File: src/rtl/mem_strobe_pkg.sv
package mem_strobe_pkg;
  localparam int NUM_STROBES = 3;

  typedef enum logic [1:0] {
    STB_ALE = 2'd0,
    STB_OE  = 2'd1,
    STB_WE  = 2'd2
  } strobe_e;
endpackage

File: src/rtl/mst_unit_timer.sv
module mst_unit_timer #(
  parameter int TW = 5,
  parameter int DW = 2
) (
  input  logic          clk_i,
  input  logic          rst_ni,
  input  logic          clear_i,
  input  logic          run_i,
  input  logic          sync_i,
  input  logic [DW-1:0] ratio_m1_i,
  output logic [TW-1:0] unit_o,
  output logic [DW-1:0] phase_o,
  output logic          tick_o,
  output logic          mclk_o
);
  logic [TW-1:0] unit_q;
  logic [DW-1:0] phase_q;
  logic [DW:0]   half;

  assign tick_o = run_i && (phase_q == ratio_m1_i);
  // high span of a unit: ceil(ratio/2) = (ratio_m1 + 2) / 2
  assign half   = ({1'b0, ratio_m1_i} + (DW+1)'(2)) >> 1;

  always_ff @(posedge clk_i or negedge rst_ni) begin
    if (!rst_ni) begin
      unit_q  <= '0;
      phase_q <= '0;
    end else if (clear_i) begin
      unit_q  <= '0;
      phase_q <= '0;
    end else if (run_i) begin
      if (tick_o) begin
        phase_q <= '0;
        unit_q  <= unit_q + 1'b1;
      end else begin
        phase_q <= phase_q + 1'b1;
      end
    end
  end

  always_comb begin
    if (!(run_i && sync_i))       mclk_o = 1'b0;
    else if (ratio_m1_i == '0)    mclk_o = clk_i;  // undivided: pass the clock through
    else                          mclk_o = ({1'b0, phase_q} < half);
  end

  assign unit_o  = unit_q;
  assign phase_o = phase_q;
endmodule

File: src/rtl/mst_strobe.sv
module mst_strobe #(
  parameter int TW = 5
) (
  input  logic          active_i,
  input  logic [TW-1:0] on_i,
  input  logic [TW-1:0] off_i,
  input  logic [TW-1:0] unit_i,
  output logic          strobe_no
);
  logic window;

  // empty window when off <= on
  assign window    = (on_i < off_i) && (unit_i >= on_i) && (unit_i < off_i);
  assign strobe_no = !(active_i && window);
endmodule

File: src/rtl/mem_strobe_timer.sv
module mem_strobe_timer
  import mem_strobe_pkg::*;
#(
  parameter int TW = 5,
  parameter int DW = 2
) (
  input  logic          clk_i,
  input  logic          rst_ni,
  input  logic          start_i,
  input  logic          write_i,
  input  logic          sync_i,
  input  logic [DW-1:0] div_i,
  input  logic [TW-1:0] ale_on_i,
  input  logic [TW-1:0] ale_off_i,
  input  logic [TW-1:0] oe_on_i,
  input  logic [TW-1:0] oe_off_i,
  input  logic [TW-1:0] we_on_i,
  input  logic [TW-1:0] we_off_i,
  input  logic [TW-1:0] cycle_i,
  output logic          ale_no,
  output logic          oe_no,
  output logic          we_no,
  output logic          mclk_o,
  output logic          done_o
);
  logic          busy_q, write_q, sync_q, done_q;
  logic [DW-1:0] div_q;
  logic [TW-1:0] cycle_q;
  logic [TW-1:0] on_q  [NUM_STROBES];
  logic [TW-1:0] off_q [NUM_STROBES];
  logic [NUM_STROBES-1:0] allow, stb_n;

  logic          accept, end_now, tick;
  logic [TW-1:0] unit;
  logic [DW-1:0] phase, ratio_m1;
  logic [TW:0]   unit_next;

  assign accept    = start_i && !busy_q;
  assign ratio_m1  = sync_q ? div_q : '0;
  assign unit_next = {1'b0, unit} + 1'b1;
  // cycle 0 behaves as 1
  assign end_now   = tick && (unit_next >= {1'b0, cycle_q});

  always_ff @(posedge clk_i or negedge rst_ni) begin
    if (!rst_ni) begin
      busy_q <= 1'b0;
      done_q <= 1'b0;
    end else begin
      done_q <= 1'b0;
      if (accept) begin
        busy_q <= 1'b1;
      end else if (end_now) begin
        busy_q <= 1'b0;
        done_q <= 1'b1;
      end
    end
  end

  always_ff @(posedge clk_i or negedge rst_ni) begin
    if (!rst_ni) begin
      write_q <= 1'b0;
      sync_q  <= 1'b0;
      div_q   <= '0;
      cycle_q <= '0;
      for (int i = 0; i < NUM_STROBES; i++) begin
        on_q[i]  <= '0;
        off_q[i] <= '0;
      end
    end else if (accept) begin
      write_q              <= write_i;
      sync_q               <= sync_i;
      div_q                <= div_i;
      cycle_q              <= cycle_i;
      on_q[int'(STB_ALE)]  <= ale_on_i;
      off_q[int'(STB_ALE)] <= ale_off_i;
      on_q[int'(STB_OE)]   <= oe_on_i;
      off_q[int'(STB_OE)]  <= oe_off_i;
      on_q[int'(STB_WE)]   <= we_on_i;
      off_q[int'(STB_WE)]  <= we_off_i;
    end
  end

  mst_unit_timer #(.TW(TW), .DW(DW)) u_timer (
    .clk_i     (clk_i),
    .rst_ni    (rst_ni),
    .clear_i   (accept),
    .run_i     (busy_q),
    .sync_i    (sync_q),
    .ratio_m1_i(ratio_m1),
    .unit_o    (unit),
    .phase_o   (phase),
    .tick_o    (tick),
    .mclk_o    (mclk_o)
  );

  always_comb begin
    allow              = '0;
    allow[int'(STB_ALE)] = busy_q;
    allow[int'(STB_OE)]  = busy_q && !write_q;
    allow[int'(STB_WE)]  = busy_q && write_q;
  end

  for (genvar g = 0; g < NUM_STROBES; g++) begin : g_stb
    mst_strobe #(.TW(TW)) u_stb (
      .active_i (allow[g]),
      .on_i     (on_q[g]),
      .off_i    (off_q[g]),
      .unit_i   (unit),
      .strobe_no(stb_n[g])
    );
  end

  assign ale_no = stb_n[int'(STB_ALE)];
  assign oe_no  = stb_n[int'(STB_OE)];
  assign we_no  = stb_n[int'(STB_WE)];
  assign done_o = done_q;
endmodule

File: config.mk
export PLATFORM = sky130hd
export DESIGN_NAME = mem_strobe_timer
export DESIGN_NICKNAME = d
export VERILOG_FILES = /design/src/rtl/mem_strobe_pkg.sv /design/src/rtl/mst_unit_timer.sv /design/src/rtl/mst_strobe.sv /design/src/rtl/mem_strobe_timer.sv
export SDC_FILE = /design/constraint.sdc
export NUM_CORES = 1
export LEC_CHECK = 0
export ABC_AREA = 1
export BUFFER_PORTS_ARGS = -buffer_cell sky130_fd_sc_hd__buf_2
export CAP_MARGIN = 20
export CORE_MARGIN = 8
export CORE_UTILIZATION = 40
export DETAILED_ROUTE_END_ITERATION = 8
export PLACE_DENSITY = 0.7
export SLEW_MARGIN = 10
export SYNTH_ARGS = -nofsm -noshare
export SYNTH_HDL_FRONTEND = slang
export SYNTH_HIERARCHICAL = 1
export SYNTH_SLANG_ARGS = --single-unit
File: constraint.sdc
create_clock -name clk_i -period 2.1 [get_ports clk_i]
set_input_delay 0.21 -clock clk_i [delete_from_list [all_inputs] [get_ports clk_i]]
set_output_delay 0.21 -clock clk_i [all_outputs]
set_load 0.01 [all_outputs]
==> results of run 1 <==
[kinds of logic after synthesis]
| logic type | count (synthesis) | share of synthesized area (%) |
|---|---|---|
| AOI/OAI and AO/OA | 19 | 3.20 |
| xor gates and xnor gates | 5 | 1.32 |
| adders and majority gates | 47 | 17.7 |
| buffers and inverters | 81 | 10.5 |
| DFF | 48 | 36.1 |
| and+or+nand+nor | 257 | 31.2 |
[routing by layer]
metal	vias to the layer above	global-route usage [%]	wire (um)
li1	1582	-	-
met1	1405	17.9	3770
met2	53	25.8	4080
met3	2	3.42	279
met4	0	4.52	21
met5	-	0	0
[state kept, by name, summed over array words and instances (netlist names)]
register and count:
u_timer/unit_o 5, write_q 1, div_q 2, busy_q 1, cycle_q 5, sync_q 1, off_q 15, u_timer/phase_o 2
on_q 15, done_o 1
[final timing paths]
kind	startpoint	end
setup reg to reg	u_timer/unit_o[1]	done_o
min in group asynchronous	rst_ni	off_q[2]
setup / recovery	u_timer/unit_o[3]	oe_no
max in group asynchronous	rst_ni	u_timer/unit_o[1]
hold reg to reg	off_q[12]	off_q[12]
hold / removal	ale_off_i[2]	off_q[12]
[synth_stat cells]
| library cell | number |
|---|---|
| o21ai_0 | 3 |
| buf_4 | 3 |
| inv_2 | 3 |
| and3_1 | 2 |
| buf_6 | 4 |
| a21oi_1 | 13 |
| dfrtp_1 | 48 |
| inv_4 | 2 |
| ha_1 | 47 |
| nand2_1 | 213 |
| xnor2_1 | 1 |
| o21ai_2 | 3 |
| nand2_4 | 2 |
| xor2_1 | 4 |
| nor2_1 | 20 |
| nand3_1 | 11 |
| nand4_1 | 3 |
| nand3_4 | 1 |
| nand2_2 | 1 |
| inv_1 | 69 |
| nand3b_1 | 4 |
[critical path, stage by stage (launching register included)]
cell	delay [ns]
dfrtp_2	0.44
buf_4	0.17
ha_4	0.21
nand2_1	0.09
nand2_1	0.09
a21oi_2	0.16
nand2_1	0.07
nand3_1	0.08
buf_2	0.13
[layout by cell type, fill, tap and decap left out]
cell type / instances
ha_4: 6
buf_4: 15
nand3_4: 1
xor2_1: 4
clkinv_2: 1
inv_1: 69
dfrtp_1: 43
o21ai_0: 3
buf_8: 1
nand2_4: 2
dlygate4sd3_1: 31
and3_1: 2
nand3b_1: 4
nand2_1: 211
o21ai_2: 3
clkbuf_1: 1
a21oi_2: 2
inv_4: 2
dfrtp_2: 5
inv_2: 3
nor2_1: 20
xnor2_1: 1
buf_2: 46
nand3_1: 11
nand2_2: 3
bufinv_16: 1
a21oi_1: 11
ha_1: 41
buf_6: 1
nand4_1: 3
clkbuf_8: 8
[layout make-up]
cell class / count / share of cell area (%)
multi-input combinational: 328 / 43.2
sequential: 48 / 28.0
timing repair buffer: 93 / 15.6
inverter: 74 / 6.56
tap: 105 / 3.05
clock buffer: 10 / 2.76
clock inverter: 2 / 0.812
[repair_timing]
action	4_1_cts	5_1_grt
gates resized for setup	4	16
hold buffers	31	0
endpoints found under the setup margin	3	3
pin swaps	0	4
hold endpoints to repair	50	0
cloned	0	0
setup buffers	4	8
[metrics by stage]
step                      instances  power [W]  TNS (ns)
final                           660    0.00625         0
after global routing            660    0.00701   -0.0748
after CTS                       653    0.00599         0
after detailed placement        607    0.00502         0
after global placement          607    0.00484         0
after floorplan                 457    0.00418         0
[power by group]
group | total (W) | switching [W] | internal (W)
Sequential | 0.00177 | 0.000382 | 0.00138
Combinational | 0.00363 | 0.00208 | 0.00154
Clock | 0.000860 | 0.000366 | 0.000494
Total | 0.00625 | 0.00283 | 0.00342
==> summary.md, run 1 <==
| Metric | Value |
|---|---|
| Yosys cell types | 21 |
| Nets | between 600 and 700 |
| Util after Layout | ~53% |
| Critical path startpoint category | register |
| Initial antenna violation count | 0 |
| Vias in the first global route | about 3,200 |
| Post-Syn Nets | about 550 |
| Max_cap viols | 0 |
| Final ANT Viol Nets | 0 |
| Worst Hold Depth | 3 |
| RSZ-0062 raised after global routing | yes |
| Fill count | roughly 740 |
| Placed cell areas | ~3700 um^2 |
| Hold Crit Class | in -> reg |
| Dominant cells by area after synthesis | dfrtp_1, nand2_1, ha_1 |
| Seq/Total Area, Yosys | between 30 and 40% |
| Layout cells sized above 1 | 18.0% |
| Worst-path clk slew | ~0.090 ns |
| CTS tree | done |
| Min Tclk post-route | between 2 and 2.5 ns |
| Fin crit share | between 90% and 100% |
| Syn_area_per_cell | 7.28 um^2 |
| Pre-CTS setup slack | around 0.30 ns |
| Worst Hold Slack | approximately 0.0049 ns |
| IO Count | 47 |
| Crit Path Max Fanout | 3 |
| Multi-input gate area | about 1900 um^2 |
| Synth Warn # | 6 |
| Worst slew margin | 67.1% |
| # setup viols final | 0 |
| Max VDD drop | roughly 0.54 mV |
| Max Freq | between 400 and 500 MHz |
| CP Capture Type | output pin |
| Largest net degree at the start of global routing | 36 |
| GR Overflow Total | 0 |
| Register area | 1210 um^2 |
| Area leader, netlist | dfrtp_1 |
| Yosys top cell area share | 36.1% |
| Num rows | 33 |
| Dpl hpwl | ~5700 um |
| Initial Util | about two fifths |
| DRC | 0 |
| Post-route cell area | 4310 um^2 |
| Global-route wire length before repair | 14,300 um |
| Synthesis-to-layout area growth | 29.6% |
| Final wirelength | just over 8000 um |
| R2R setup slack | between 0.2 and 0.3 ns |
| Mapped cell area | between 3000 and 4000 um^2 |
| Worst slew pin tran | around 0.5 ns |
| Die Area | between 10,000 and 15,000 um^2 |
| Data arrival, critical path | approximately 1.9 ns |
| R2r worst-path depth | 12 |
| GRT Total Usage | ~15% |
| Skew-Pair Late Insertion Delay | around 0.4 ns |
| Final hold viol count | 0 |
| Via/cell ratio | around 4.6 |
| Crit path required time | between 1.5 and 2 ns |
| Setup Crit Path Kind | reg -> out |
| Status | complete, no violations |
| Chip Width | 107 um |
| Yosys reg bits | 48 |
| PortBufs | between 40 and 50 |
| Setup slack after layout | 0.0333 ns |
| WL/cell | roughly 12 um |
| Fin Clk Skew | roughly 0.015 ns |
| Drt first pass iters | 4 |
| Total number of vias | between 3,000 and 4,000 |
| Core Box Area | approximately 8100 um^2 |
| Die Height | 107 um |
| Fin. max-slew vios | 0 |
| Ant diodes | 0 |
| Cells after synthesis | between 400 and 500 |
| RePlAce Congestion | 0.834 |
| Power per cell area | between 1000 and 1500 nW/um^2 |
| Pleak | 2.49 nW |
| Starting DRT DRC Count | 90 |
No activity file was read; power rests on OpenSTA's default activity.
==> run 2: changes to the inputs <==
--- a/config.mk
+++ b/config.mk
@@ -7,9 +7,10 @@
 export LEC_CHECK = 0
 export ABC_AREA = 1
 export BUFFER_PORTS_ARGS = -buffer_cell sky130_fd_sc_hd__buf_2
-export CAP_MARGIN = 20
+export CAP_MARGIN = 5
 export CORE_MARGIN = 8
 export CORE_UTILIZATION = 40
+export CTS_BUF_LIST = sky130_fd_sc_hd__clkbuf_8
 export DETAILED_ROUTE_END_ITERATION = 8
 export PLACE_DENSITY = 0.7
 export SLEW_MARGIN = 10
==> constraint.sdc (replaced) <==
create_clock -name clk_i -period 2.41 [get_ports clk_i]
set_input_delay 0.241 -clock clk_i [delete_from_list [all_inputs] [get_ports clk_i]]
set_output_delay 0.241 -clock clk_i [all_outputs]
set_load 0.01 [all_outputs]
==> summary.md, run 2 (synthesized netlist as in run 1, its figures left out) <==
| Metric | Value |
|---|---|
| Status | complete, no violations |
| Layout cells sized above 1 | 14.2% (-3.8 points) |
| Fin cells | 618 (-6.4%) |
| Crit path required time | 2.17 ns (+0.28 ns) |
| Fin. max-slew vios | 0 (unchanged) |
| Skew-Pair Late Insertion Delay | 0.42 ns (about the same) |
| Crit Path Max Fanout | 11 (+8) |
| Initial antenna violation count | 0 (unchanged) |
| GR Overflow Total | 0 (unchanged) |
| Max_cap viols | 0 (unchanged) |
| Setup Crit Path Kind | reg -> out |
| Final wirelength | 7330 um (-10%) |
| R2R setup slack | 0.47 ns (+0.19 ns) |
| PortBufs | 46 (unchanged) |
| Min Tclk post-route | between 2 and 2.5 ns |
| Hold Crit Class | in -> reg |
| WL/cell | 11.9 um (-4.1%) |
| Int Power | 0.00278 W (-19%) |
| Worst slew pin tran | 0.535 ns (+0.0421 ns) |
| Worst slew margin | 64.3% (-2.8 points) |
| Total number of vias | 2,873 (-5.6%) |
| Biggest regs | off_q: 15 flops, on_q: 15 flops |
| Fin Clk Skew | 0.0120 ns (-0.00314 ns) |
| Fill count | 819 (+10%) |
| Sequential group share of total power | 31.1% (+2.9 points) |
| Via/cell ratio | 4.65 (+0.86%) |
| Util after Layout | 47.1% (-5.9 points) |
| R2r worst-path depth | 9 (-3) |
| Most common cell after layout, fill and taps aside | nand2_1 |
| Largest net degree at the start of global routing | 36 (unchanged) |
| Placed Instances | 605 (-0.33%) |
| Critical path startpoint category | register |
| Pleak | 2.32 nW (-7.1%) |
| Dpl hpwl | 5550 um (-3.4%) |
| Combinational power share | 53.3% (-4.7 points) |
| Fin crit share | about 92% |
| Num rows | 33 (unchanged) |
| CP Capture Type | output pin |
| Die Area | 11,500 um^2 (unchanged) |
| Synthesis-to-layout area growth | 15.2% |
| Pre-CTS setup slack | 0.460 ns (+0.160 ns) |
| Core Box Area | 8130 um^2 (unchanged) |
| Drt first pass iters | 5 (+1) |
| RSZ-0062 raised after global routing | no |
| Nets | 601 (-6.5%) |
| Worst Setup EP | ale_no |
| Power per cell area | 1330 nW/um^2 (-8.3%) |
| Max VDD drop | 0.535 mV (-0.83%) |
| Worst-path clk slew | 0.10 ns (about the same) |
| DRC | 0 (unchanged) |
| Switching Share | 45.4% (+0.14 points) |
| RePlAce Congestion | 0.840 (+0.71%) |
| Chip Width | 107 um (unchanged) |
| Setup slack after layout | 0.185 ns (+0.152 ns) |
| Data arrival, critical path | 1.98 ns (+0.12 ns) |
| # setup viols final | 0 (unchanged) |
| GRT Total Usage | 14.2% (-0.73 points) |
| Crit path launch | u_timer/unit_o[4] |
| Most frequent cells in the layout | nand2_1, inv_1, dfrtp_1 |
| Initial Util | 40.9% (unchanged) |
| Clock share of power | 15.6% (+1.8 points) |
| Setup TNS | 0 ns (unchanged) |
| Global-route wire length before repair | 13,300 um (-6.6%) |
| Reg-to-Reg Start | u_timer/unit_o[2] |
| Die Height | 107 um (unchanged) |
| IO Count | 47 (unchanged) |
| Final ANT Viol Nets | 0 (unchanged) |
| Final hold viol count | 0 (unchanged) |
| Starting DRT DRC Count | 119 (+32%) |
| Max Freq | between 400 and 500 MHz |
| Switching power | 0.00232 W (-18%) |
| R2R Path End | done_o |
| CTS tree | done |
| Ant diodes | 0 (unchanged) |
| Vias in the first global route | 3,040 (-6.4%) |
==> run 2: cell count changes in the layout (fill, tap and decap cells not counted), moves of 2 or more <==
cell,previous run,this run
dlygate4sd3_1,31,2
buf_4,15,4
ha_1,41,47
ha_4,6,0
dfrtp_1,43,48
dfrtp_2,5,0
a21oi_1,11,13
a21oi_2,2,0
nand2_1,211,213
nand2_2,3,1
==> run 2: repair_timing <==
| action | in CTS | in global routing |
|---|---|---|
| buffers inserted | 0 | 0 |
| hold buffers | 2 | 0 |
| endpoints found under the hold margin | 21 | 0 |
| resized for setup | 0 | 0 |
==> run 2: worst min-delay path by stage <==
stage,startpoint,end,slack (ns),depth (start not counted)
floorplan,rst_ni,busy_q,-0.05,0
global placement,rst_ni,off_q[2],0.23,1
detailed placement,rst_ni,on_q[3],0.24,1
CTS,we_off_i[4],off_q[4],0.001,3
global route,we_on_i[1],on_q[1],0.007,3
finish,sync_i,sync_q,0.01,3
==> run 2: per-layer routing <==
metal  vias up  part of all wire, %  global-route usage, %
met1      1311                   46                   16.5
met5         -                    0                      0
met4         0                  1.4                   6.13
li1       1499                    -                      -
met3         7                  4.5                   3.90
met2        56                   48                   23.9
==> run 2: per-stage QoR <==
stage	power [W]	hold WS, ns	area [um^2]
6_report	0.00510	0.0105	3830
2_1_floorplan	0.00364	-0.0546	3330
4_1_cts	0.00515	0.00137	3830
3_3_place_gp	0.00419	0.227	3650
5_1_grt	0.00576	0.00668	3830
3_5_place_dp	0.00434	0.235	3650
==> run 2: power groups by stage <==
stage	registers [W]	logic [W]	clock network, W
4_1_cts	0.00159	0.00274	0.000822
6_report	0.00159	0.00272	0.000795
5_1_grt	0.00165	0.00326	0.000862
3_3_place_gp	0.00159	0.00257	0.0000298
2_1_floorplan	0.00149	0.00213	0.0000215
3_5_place_dp	0.00160	0.00271	0.0000298
==> run 2: final cells by class <==
class                   count  area [um^2]  area share, %
flip-flops and latches     48         1200           31.3
repair buffers             51          275           7.18
clock buffers              10          129           3.36
multi-input cells         328         1780           46.3
clock inverters             2         38.8           1.01
well taps                 105          131           3.43
inverters                  74          283           7.38
==> run 2: critical path, stage by stage (launching register included) <==
cell     delay [ns]
dfrtp_1        0.65
ha_1           0.35
nand2_1        0.09
inv_1          0.04
nand2_1        0.05
nand2_1        0.05
nor2_1         0.10
nand3_1        0.09
buf_2          0.15
